## config.mk

```make
export PLATFORM = sky130hd
export DESIGN_NAME = rec_pkt_writer
export DESIGN_NICKNAME = d
export VERILOG_FILES = /design/src/rtl/rec_pkt_pkg.sv /design/src/rtl/rec_stamp.sv /design/src/rtl/rec_space.sv /design/src/rtl/rec_seq.sv /design/src/rtl/rec_pkt_writer.sv
export SDC_FILE = /design/constraint.sdc
export NUM_CORES = 1
export LEC_CHECK = 0
export ABC_AREA = 1
export BUFFER_PORTS_ARGS = -buffer_cell sky130_fd_sc_hd__buf_2
export CAP_MARGIN = 20
export CORE_MARGIN = 5
export CORE_UTILIZATION = 37
export CTS_CLUSTER_SIZE = 20
export DETAILED_ROUTE_END_ITERATION = 8
export PLACE_DENSITY_LB_ADDON = 0.3
export SETUP_SLACK_MARGIN = 0.2
export SYNTH_ARGS = -nofsm -noshare
export SYNTH_HDL_FRONTEND = slang
export SYNTH_SLANG_ARGS = --single-unit
```

## constraint.sdc

```tcl
create_clock -name clk -period 3.82 [get_ports clk]
set_input_delay 0.764 -clock clk [delete_from_list [all_inputs] [get_ports clk]]
set_output_delay 0.764 -clock clk [all_outputs]
set_load 0.01 [all_outputs]
```

## src/rtl/rec_pkt_pkg.sv

```systemverilog
package rec_pkt_pkg;

  typedef enum logic [2:0] {
    SL_PC, SL_KIND, SL_ISSUE, SL_TGT, SL_DONE, SL_EVT, SL_TS, SL_END
  } slot_e;

  typedef struct packed {
    logic [63:0] pc;
    logic [63:0] tgt;
    logic [63:0] stamp;
    logic [15:0] issue;
    logic [15:0] done;
    logic [15:0] events;
    logic [7:0]  kind;
    logic        ts_on;
  } rec_t;

  localparam int REC_MAX = 39;

  function automatic logic [7:0] hdr_of(slot_e s);
    case (s)
      SL_PC, SL_TGT:     return 8'hB3;
      SL_KIND:           return 8'h40;
      SL_ISSUE, SL_DONE: return 8'h91;
      SL_EVT:            return 8'h51;
      SL_TS:             return 8'h73;
      default:           return 8'h00;
    endcase
  endfunction

  // payload bytes after the header
  function automatic logic [3:0] pay_len(slot_e s);
    case (s)
      SL_PC, SL_TGT, SL_TS:      return 4'd8;
      SL_KIND:                   return 4'd1;
      SL_ISSUE, SL_DONE, SL_EVT: return 4'd2;
      default:                   return 4'd0;
    endcase
  endfunction

  function automatic logic [63:0] pay_val(slot_e s, rec_t r);
    case (s)
      SL_PC:    return r.pc;
      SL_KIND:  return {56'd0, r.kind};
      SL_ISSUE: return {48'd0, r.issue};
      SL_TGT:   return r.tgt;
      SL_DONE:  return {48'd0, r.done};
      SL_EVT:   return {48'd0, r.events};
      SL_TS:    return r.stamp;
      default:  return 64'd0;
    endcase
  endfunction

  function automatic logic [7:0] byte_at(slot_e s, logic [3:0] idx, rec_t r);
    logic [63:0] v;
    if (idx == 4'd0) return hdr_of(s);
    v = pay_val(s, r) >> ({2'b00, idx - 4'd1} * 6'd8);
    return v[7:0];
  endfunction

  function automatic slot_e slot_next(slot_e s, logic ts_on);
    if (s == SL_EVT && !ts_on) return SL_END;
    return slot_e'(s + 3'd1);
  endfunction

endpackage

```

## src/rtl/rec_stamp.sv

```systemverilog
module rec_stamp #(
  parameter int TSW = 64
) (
  input  logic           clk,
  input  logic           rst_n,
  output logic [TSW-1:0] count
);
  always_ff @(posedge clk or negedge rst_n) begin
    if (!rst_n) count <= '0;
    else        count <= count + 1'b1;
  end
endmodule

```

## src/rtl/rec_space.sv

```systemverilog
module rec_space
  import rec_pkt_pkg::*;
#(
  parameter int AW = 16
) (
  input  logic          clk,
  input  logic          rst_n,
  input  logic [AW-1:0] base,
  input  logic [AW-1:0] limit,
  input  logic          load,
  input  logic [AW-1:0] load_val,
  input  logic          rewind,
  input  logic          step,
  input  logic          try_start,
  output logic [AW-1:0] ptr,
  output logic          fits,
  output logic          irq
);
  localparam logic [AW:0] NEED = (AW+1)'(REC_MAX);

  logic refuse;
  assign fits   = ({1'b0, ptr} + NEED) <= {1'b0, limit};
  assign refuse = try_start && !fits;

  always_ff @(posedge clk or negedge rst_n) begin
    if (!rst_n)      ptr <= '0;
    else if (rewind) ptr <= base;
    else if (load)   ptr <= load_val;
    else if (step)   ptr <= ptr + 1'b1;
  end

  always_ff @(posedge clk or negedge rst_n) begin
    if (!rst_n)              irq <= 1'b0;
    else if (rewind || load) irq <= 1'b0;
    else if (refuse)         irq <= 1'b1;
  end

  p_ptr_step_r5: assert property (@(posedge clk) disable iff (!rst_n)
    step && !load && !rewind |=> ptr == $past(ptr) + 1'b1);
  p_irq_hold_r7: assert property (@(posedge clk) disable iff (!rst_n)
    irq && !load && !rewind |=> irq);
  p_refuse_raise_r6: assert property (@(posedge clk) disable iff (!rst_n)
    refuse && !load && !rewind |=> irq && ptr == $past(ptr));
endmodule

```

## src/rtl/rec_seq.sv

```systemverilog
module rec_seq
  import rec_pkt_pkg::*;
(
  input  logic       clk,
  input  logic       rst_n,
  input  logic       start,
  input  rec_t       rec_in,
  output logic       busy,
  output logic [7:0] data,
  output logic       last_byte
);
  slot_e      slot;
  logic [3:0] idx;
  rec_t       rec;

  assign data      = byte_at(slot, idx, rec);
  assign last_byte = busy && slot == SL_END && idx == pay_len(slot);

  always_ff @(posedge clk or negedge rst_n) begin
    if (!rst_n) begin
      busy <= 1'b0;
      slot <= SL_PC;
      idx  <= '0;
      rec  <= '0;
    end else if (start) begin
      busy <= 1'b1;
      slot <= SL_PC;
      idx  <= '0;
      rec  <= rec_in;
    end else if (busy) begin
      if (idx == pay_len(slot)) begin
        idx <= '0;
        if (slot == SL_END) busy <= 1'b0;
        else                slot <= slot_next(slot, rec.ts_on);
      end else begin
        idx <= idx + 4'd1;
      end
    end
  end

  p_end_last_r3: assert property (@(posedge clk) disable iff (!rst_n)
    last_byte |-> data == 8'h00);
  p_idle_after_end_r3: assert property (@(posedge clk) disable iff (!rst_n)
    last_byte && !start |=> !busy);
endmodule

```

## src/rtl/rec_pkt_writer.sv

```systemverilog
module rec_pkt_writer
  import rec_pkt_pkg::*;
#(
  parameter int AW = 16
) (
  input  logic          clk,
  input  logic          rst_n,
  input  logic          smp_valid,
  output logic          smp_ready,
  input  logic [63:0]   smp_pc,
  input  logic [7:0]    smp_kind,
  input  logic [63:0]   smp_target,
  input  logic [15:0]   smp_issue_cyc,
  input  logic [15:0]   smp_done_cyc,
  input  logic [15:0]   smp_events,
  input  logic          ts_en,
  input  logic [AW-1:0] buf_base,
  input  logic [AW-1:0] buf_limit,
  input  logic          ptr_load,
  input  logic [AW-1:0] ptr_load_val,
  input  logic          ptr_rewind,
  output logic          wr_en,
  output logic [AW-1:0] wr_addr,
  output logic [7:0]    wr_data,
  output logic [AW-1:0] cur_ptr,
  output logic          buf_full_irq
);
  logic        busy, fits, try_start, accept, last_byte;
  logic [63:0] stamp;
  rec_t        rec_in;

  assign try_start = smp_valid && !busy && !buf_full_irq;
  assign accept    = try_start && fits;
  assign smp_ready = !busy;
  assign wr_en     = busy;
  assign wr_addr   = cur_ptr;

  always_comb begin
    rec_in        = '0;
    rec_in.pc     = smp_pc;
    rec_in.tgt    = smp_target;
    rec_in.stamp  = stamp;
    rec_in.issue  = smp_issue_cyc;
    rec_in.done   = smp_done_cyc;
    rec_in.events = smp_events;
    rec_in.kind   = smp_kind;
    rec_in.ts_on  = ts_en;
  end

  rec_stamp #(.TSW(64)) stamp_i (
    .clk(clk), .rst_n(rst_n), .count(stamp)
  );

  rec_space #(.AW(AW)) space_i (
    .clk(clk), .rst_n(rst_n), .base(buf_base), .limit(buf_limit),
    .load(ptr_load), .load_val(ptr_load_val), .rewind(ptr_rewind),
    .step(wr_en), .try_start(try_start), .ptr(cur_ptr), .fits(fits),
    .irq(buf_full_irq)
  );

  rec_seq seq_i (
    .clk(clk), .rst_n(rst_n), .start(accept), .rec_in(rec_in),
    .busy(busy), .data(wr_data), .last_byte(last_byte)
  );

  p_ready_low_busy_r8: assert property (@(posedge clk) disable iff (!rst_n)
    wr_en |-> !smp_ready);
  p_in_limit_r6: assert property (@(posedge clk) disable iff (!rst_n)
    wr_en |-> {1'b0, wr_addr} < {1'b0, buf_limit});
  p_full_no_start_r7: assert property (@(posedge clk) disable iff (!rst_n)
    buf_full_irq && !wr_en |=> !wr_en);
endmodule

```

==> qor.csv, run 1 <==
metric;value;unit
outcome;complete, no violations;
total placed cells including tap cells;2983;
area of the core;0.0464;mm2
die width;226;um
Synth Cell Area;0.0172;mm2
Setup Skew;0.0196;ns
final cell count without fillers;3076;
clock buffer count from CTS;40;
overall overflow remaining after global route;0;
met3 WL;3.96;mm
placement-stage worst setup slack;0.351;ns
critical path launch point type;register;
number of warnings issued by yosys;0;
synth unique cells;45;
highest metal layer with signal wires;met4;
setup repair after global routing missed its margin;true;
setup TNS;0;ns
layout cells sized above 1;20.5;%
largest net degree at the start of global routing;107;
Mapped Nets;2433;
number of hold buffers added after cts;0;
number of global-route vias before repair;15800;
Seq/Total Area, Yosys;49.1;%
number of violations of the max-capacitance limit;0;
actual slew at the worst max-slew pin;0.944;ns
clock latency on the worst-skew pair;0.56;ns
data arrival time of the critical path;2.90;ns
count of input and output buffers;280;
std cell rows;79;
total routed wirelength;58.1;mm
combined global-route utilization of all metal layers;21.8;%
first-pass iteration count of the detailed router;6;
Fmax achieved;273;MHz
level count of the clock H-tree;2;
Final Wtd Congestion;0.967;
crit share post-route;95.9;%
height of the chip;226;um
drt first-iter violations;1518;
total placed instance area;0.0191;mm2
P per Cell Area;708;mW/mm2
leakage;10.5;nW
Tmin final;3.66;ns
Die Area;0.0510;mm2
wire length on met1;24.8;mm
CP max FO;10;
Longest Clk Path Bufs;3;
power after layout;0.0149;W
initial standard-cell utilization of the core;37.2;%
num ports;281;
number of antenna violations at the first check in global routing;0;
Area Overhead vs Synth;22.0;%
clock-pin slew reported for the worst setup and hold paths after clock tree synthesis;0.06;ns
Syn Inst Count;2168;
post-detail-place hpwl;42.2;mm
Root Buffer Master;sky130_fd_sc_hd__clkbuf_16;
area of all placed cells without fillers;0.0210;mm2
worst hold path type;input port to asynchronous set/reset pin;
count of final setup violators;0;
Crit. End Element;output port;
total vias in the final route;16000;
required time at the endpoint of the critical path;3.06;ns
amount of wire on met2 after detailed routing;27.7;mm
routed vias/inst;5.20;
total number of nets in the final design;2709;
Slew Limit Fails;0;
maximum vdd ir drop;0.000432;V
Max-slew headroom;37.1;%
clock sinks;338;
mean instance size in the synthesized netlist;7.95;um2
antenna cell count;0;
post-route worst setup slack;0.157;ns
total count of hold-check failures in the final report;0;
Synth Register Bits;338;
post-route DRC violation count;0;
per-cell routed wire length;18.9;um
type of the worst setup path;register to output port;
residual antenna-violating net count after detailed routing;0;
wire length of the first global-routing pass;88.9;mm
clock tree from TritonCTS;yes;
worst max-delay path, stage by stage (launching register included):
cell and delay [ns]:
sky130_fd_sc_hd__dfrtp_2 0.42, sky130_fd_sc_hd__clkinvlp_4 0.22, sky130_fd_sc_hd__ha_4 0.29, sky130_fd_sc_hd__a21oi_1 0.28, sky130_fd_sc_hd__nand3_1 0.14, sky130_fd_sc_hd__a221oi_1 0.24, sky130_fd_sc_hd__nand3_1 0.14, sky130_fd_sc_hd__nand2_1 0.12
sky130_fd_sc_hd__nand3_1 0.10, sky130_fd_sc_hd__nand3_1 0.11, sky130_fd_sc_hd__nand2_1 0.12, sky130_fd_sc_hd__buf_2 0.17
repair_timing:
action                                  in CTS  in global routing
endpoints found under the hold margin        0                  0
endpoints found under the setup margin       8                206
pin swaps                                    6                 14
setup buffers                               15                  8
gates cloned                                 1                  2
gates resized for setup                     29                 42
area by class of cell:
cell class	instances	area, um2
Tap cell	607	759
Timing Repair inverter	1	6.26
Clock buffer	55	1190
Timing Repair Buffer	348	2150
Inverter	144	586
Multi-Input combinational cell	1571	7710
Fill cell	4638	25300
Clock inverter	12	168
Sequential cell	338	8460
flip-flops by register name (all words and copies together), names as in the netlist:
name,count
space_i.irq,1
space_i.ptr,16
stamp_i.count,64
seq_i.slot,3
seq_i.rec,249
seq_i.busy,1
seq_i.idx,4
logic make-up (layout without fill, tap and decap cells):
kind of cell               Yosys count  in the layout  synth area share, %
and+or+nand+nor                   1223           1223                 29.4
DFF                                338            338                 49.1
buffers and inverters              259            560                 7.41
AOI/OAI and AO/OA                  239            239                 8.00
xor gates and xnor gates            82             82                 4.17
adders and majority gates           27             27                 1.96
worst paths after layout:
kind,from,end,slack (ns),cells after the start
max,seq_i.slot[2],wr_data[6],0.16,11
min,rst_n,space_i.ptr[5],0.23,1
max reg2reg,space_i.ptr[0],seq_i.rec[109],0.51,19
min reg2reg,stamp_i.count[63],stamp_i.count[63],0.47,1
max in group asynchronous,rst_n,stamp_i.count[6],2.53,2
min in group clk,smp_pc[27],seq_i.rec[212],0.40,3
cell usage in the layout (no fill, tap or decap), types with 38 or more instances in the layout:
| cell type | n |
|---|---|
| sky130_fd_sc_hd__buf_4 | 49 |
| sky130_fd_sc_hd__clkbuf_16 | 43 |
| sky130_fd_sc_hd__nor2_1 | 76 |
| sky130_fd_sc_hd__buf_2 | 279 |
| sky130_fd_sc_hd__nand2_1 | 886 |
| sky130_fd_sc_hd__o21ai_0 | 90 |
| sky130_fd_sc_hd__inv_1 | 129 |
| sky130_fd_sc_hd__a21oi_1 | 83 |
| sky130_fd_sc_hd__nand3_1 | 121 |
| sky130_fd_sc_hd__nor3_1 | 38 |
| sky130_fd_sc_hd__xor2_1 | 79 |
| sky130_fd_sc_hd__dfrtp_1 | 337 |
stage by stage:
step	util, %	hold WS, ns
global route	45.4	0.308
global placement	41.3	0.459
CTS	44.7	0.292
detailed placement	41.3	0.457
finish	45.4	0.233
floorplan	-	0.442
layer usage:
layer / track usage, % / vias to the layer above
li1: - / 7509
met1: 29.8 / 7765
met2: 35.9 / 623
met3: 3.34 / 108
met4: 6.68 / 0
met5: 0 / -
report_power, final:
| group | leakage, nW | switching (W) | total [W] | internal (W) |
|---|---|---|---|---|
| sequential | 4.37 | 0.000725 | 0.00532 | 0.00460 |
| clock | 0.677 | 0.00154 | 0.00398 | 0.00243 |
| combinational | 5.50 | 0.00355 | 0.00560 | 0.00204 |
| total | 10.5 | 0.00582 | 0.0149 | 0.00907 |
cells in the mapped netlist (all sizes together):
cell    count  area (um2)
clkinv      3        11.3
a211oi      6        45.0
a22oi       5        37.5
clkbuf     41         154
nand3     133         681
xor2       79         692
xnor2       3        26.3
o221ai      4        35.0
inv       141         532
o21bai      1        7.51
a221oi     16         140
a41oi       1        8.76
o311ai      3        26.3
o21a        4        30.0
nand4      32         206
nor4       12        81.3
a31oi       2        12.5
buf        74         579
o21ai      95         475
a22o        6        52.6
nand2     919        3520
o211ai      8        60.1
a21oi      83         415
nor3       43         230
ha         27         338
o22ai       4        25.0
dfrtp     338        8460
nor3b       2        15.0
nor2       82         328
o31ai       1        7.51
(Power assumes the default switching activity.)
==> run 2, diff against run 1 <==
- BUFFER_PORTS_ARGS: -buffer_cell sky130_fd_sc_hd__buf_2 -> default
- DONT_BUFFER_PORTS: default -> 1
==> qor.csv, run 2 (synthesis results as in run 1) <==
metric;value;unit;change
largest net degree at the start of global routing;339;;+220%
post-route DRC violation count;0;;unchanged
total count of hold-check failures in the final report;45;;+45
actual slew at the worst max-slew pin;1.08;ns;+0.132 ns
number of violations of the max-capacitance limit;0;;unchanged
critical path, cell by cell;inv_1 > ha_1 > nand2_4 > inv_8 > buf_12 > nand2_1 > nand3_1 > nand3_1 > nand3_1 > nand2_1 > a31oi_1 > buf_4;;
Worst Setup SP;seq_i.slot[0];;
leakage;9.29;nW;-12%
amount of wire on met2 after detailed routing;25.9;mm;-6.6%
data arrival time of the critical path;2.77;ns;-0.13 ns
clock buffer count from CTS;39;;-2.5%
outcome;finished, violations left;;
Area Overhead vs Synth;11.8;%;
clock latency on the worst-skew pair;0.57;ns;about the same
r2r worst-path depth;19;;unchanged
violated checks;negative hold slack;;
num ports;281;;unchanged
initial standard-cell utilization of the core;37.2;%;unchanged
required time at the endpoint of the critical path;3.06;ns;about the same
post-detail-place hpwl;40.5;mm;-4.1%
Die Area;0.0510;mm2;unchanged
CP max FO;25;;+15
highest metal layer with signal wires;met5;;
area of all placed cells without fillers;0.0193;mm2;-8.4%
per-cell routed wire length;20.0;um;+6.0%
height of the chip;226;um;unchanged
met3 WL;4.42;mm;+12%
crit share post-route;92.5;%;-3.3 points
Fmax achieved;283;MHz;+3.6%
most used cells in the layout excluding fill and tap cells;886 x sky130_fd_sc_hd__nand2_1, 335 x sky130_fd_sc_hd__dfrtp_1, 131 x sky130_fd_sc_hd__inv_1;;
setup TNS;0;ns;unchanged
CP peak stage delay;0.39;ns;-0.03 ns
crit path capture;wr_data[3];;
area of the core;0.0464;mm2;unchanged
routed vias/inst;5.30;;+2.0%
number of global-route vias before repair;14900;;-5.6%
most common cell after layout, fill and taps aside;sky130_fd_sc_hd__nand2_1;;
total routed wirelength;55.9;mm;-3.8%
setup repair after global routing missed its margin;true;;
Crit. End Element;output port;;
number of cells on the critical path;12;;+1
count of input and output buffers;0;;-100%
filler cell count;4690;;+1.1%
wire length on met1;23.4;mm;-5.7%
Root Buffer Master;sky130_fd_sc_hd__clkbuf_16;;
clock tree from TritonCTS;yes;;
die width;226;um;unchanged
total placed instance area;0.0178;mm2;-7.2%
layout cells sized above 1;9.02;%;-11 points
count of final setup violators;0;;unchanged
Max-slew headroom;28.3;%;-8.8 points
type of the worst setup path;register to output port;;
Longest Clk Path Bufs;3;;unchanged
total number of nets in the final design;2423;;-11%
worst hold path type;input port to asynchronous set/reset pin;;
Largest register FFs;249;;unchanged
worst-path cell with the longest stage delay;sky130_fd_sc_hd__dfrtp_1;;
Tmin final;3.53;ns;-0.128 ns
flop2flop setup slack;0.47;ns;-0.04 ns
WP buf/inv;4;;+2
P per Cell Area;725;mW/mm2;+2.4%
critical path launch point type;register;;
level count of the clock H-tree;2;;unchanged
maximum vdd ir drop;0.000427;V;-1.2%
total vias in the final route;14800;;-7.4%
register containing the most flip-flops in the final layout;seq_i.rec;;
std cell rows;79;;unchanged
area of combinational cells with multiple inputs;0.00759;mm2;-1.7%
residual antenna-violating net count after detailed routing;0;;unchanged
family of cells with the greatest summed delay on the critical path;simple AND/OR/NAND/NOR gates;;
smallest hold slack;-0.0859;ns;-0.318 ns
Slew Limit Fails;0;;unchanged
clock sinks;338;;unchanged
drt first-iter violations;1196;;-21%
Setup Skew;0.0319;ns;+0.0124 ns
overall overflow remaining after global route;0;;unchanged
clock-pin slew reported for the worst setup and hold paths after clock tree synthesis;0.06;ns;about the same
number of antenna violations at the first check in global routing;3;;+3
Crit Reg-Reg Endpoint;seq_i.rec[153];;
storage element area;0.00846;mm2;about the same
top flop regs;seq_i.rec x249, stamp_i.count x64, space_i.ptr x16;;
combined global-route utilization of all metal layers;21.0;%;-0.78 points
first-pass iteration count of the detailed router;7;;+1
wire length of the first global-routing pass;84.8;mm;-4.6%
Final Wtd Congestion;0.967;;about the same
cell mode on critical path;sky130_fd_sc_hd__nand3_1;;
reg2reg start;space_i.ptr[0];;
==> run 2: cell count changes in the layout (fill, tap and decap cells not counted), moves of 4 or more <==
cell	change
sky130_fd_sc_hd__buf_2	-279
sky130_fd_sc_hd__a221oi_1	+6
sky130_fd_sc_hd__nand3_1	+6
sky130_fd_sc_hd__nand3_2	-6
sky130_fd_sc_hd__a221oi_2	-5
sky130_fd_sc_hd__buf_6	-4
sky130_fd_sc_hd__clkbuf_1	+4
sky130_fd_sc_hd__clkbuf_8	-4
==> run 2: timing repair <==
action | in CTS | in global routing
hold endpoints to repair | 338 | 329
buffers inserted | 6 | 4
gates resized for setup | 16 | 25
pin swaps | 3 | 5
cloned | 0 | 3
endpoints found under the setup margin | 8 | 44
==> run 2: per-stage QoR <==
step                utilization [%]  total power, W  hold slack (ns)  setup WS (ns)  cells
floorplan                         -         0.00824            0.442          0.749   2168
global placement               38.3         0.00991            0.465          0.397   2711
detailed placement             38.3         0.00996            0.462          0.460   2711
CTS                            41.2          0.0138           -0.111          0.195   2785
global route                   41.5          0.0148           -0.109          0.170   2793
finish                         41.5          0.0140          -0.0859          0.285   2793
==> run 2: layer usage <==
metal | track usage (%) | vias up
li1 | - | 6935
met1 | 27.8 | 7134
met2 | 33.9 | 610
met3 | 4.85 | 133
met4 | 7.56 | 4
met5 | 0 | -
==> run 2: how the worst min path moves through the flow <==
| stage | startpoint | endpoint | slack (ns) |
|---|---|---|---|
| after global routing | rst_n | space_i.ptr[10] | -0.11 |
| final | rst_n | space_i.ptr[10] | -0.09 |
| after global placement | seq_i.rec[8] | seq_i.rec[8] | 0.46 |
| after CTS | rst_n | space_i.ptr[10] | -0.11 |
| after floorplan | stamp_i.count[62] | stamp_i.count[62] | 0.44 |
| after detailed placement | stamp_i.count[63] | stamp_i.count[63] | 0.46 |
==> run 2: layout make-up <==
cell class | instances | area share, %
Antenna cell | 1 | 0.0130
Tap cell | 607 | 3.94
Sequential cell | 338 | 43.9
Timing Repair Buffer | 62 | 3.25
Clock buffer | 53 | 5.70
Inverter | 144 | 3.01
Multi-Input combinational cell | 1571 | 39.4
Clock inverter | 15 | 0.682
Timing Repair inverter | 2 | 0.0715
==> run 2: report_power, final <==
group	internal (W)	switching (W)	leakage (nW)	total, W
Clock	0.00210	0.00157	0.608	0.00367
Sequential	0.00460	0.000744	4.37	0.00534
Combinational	0.00171	0.00325	4.31	0.00496
Total	0.00841	0.00556	9.29	0.0140
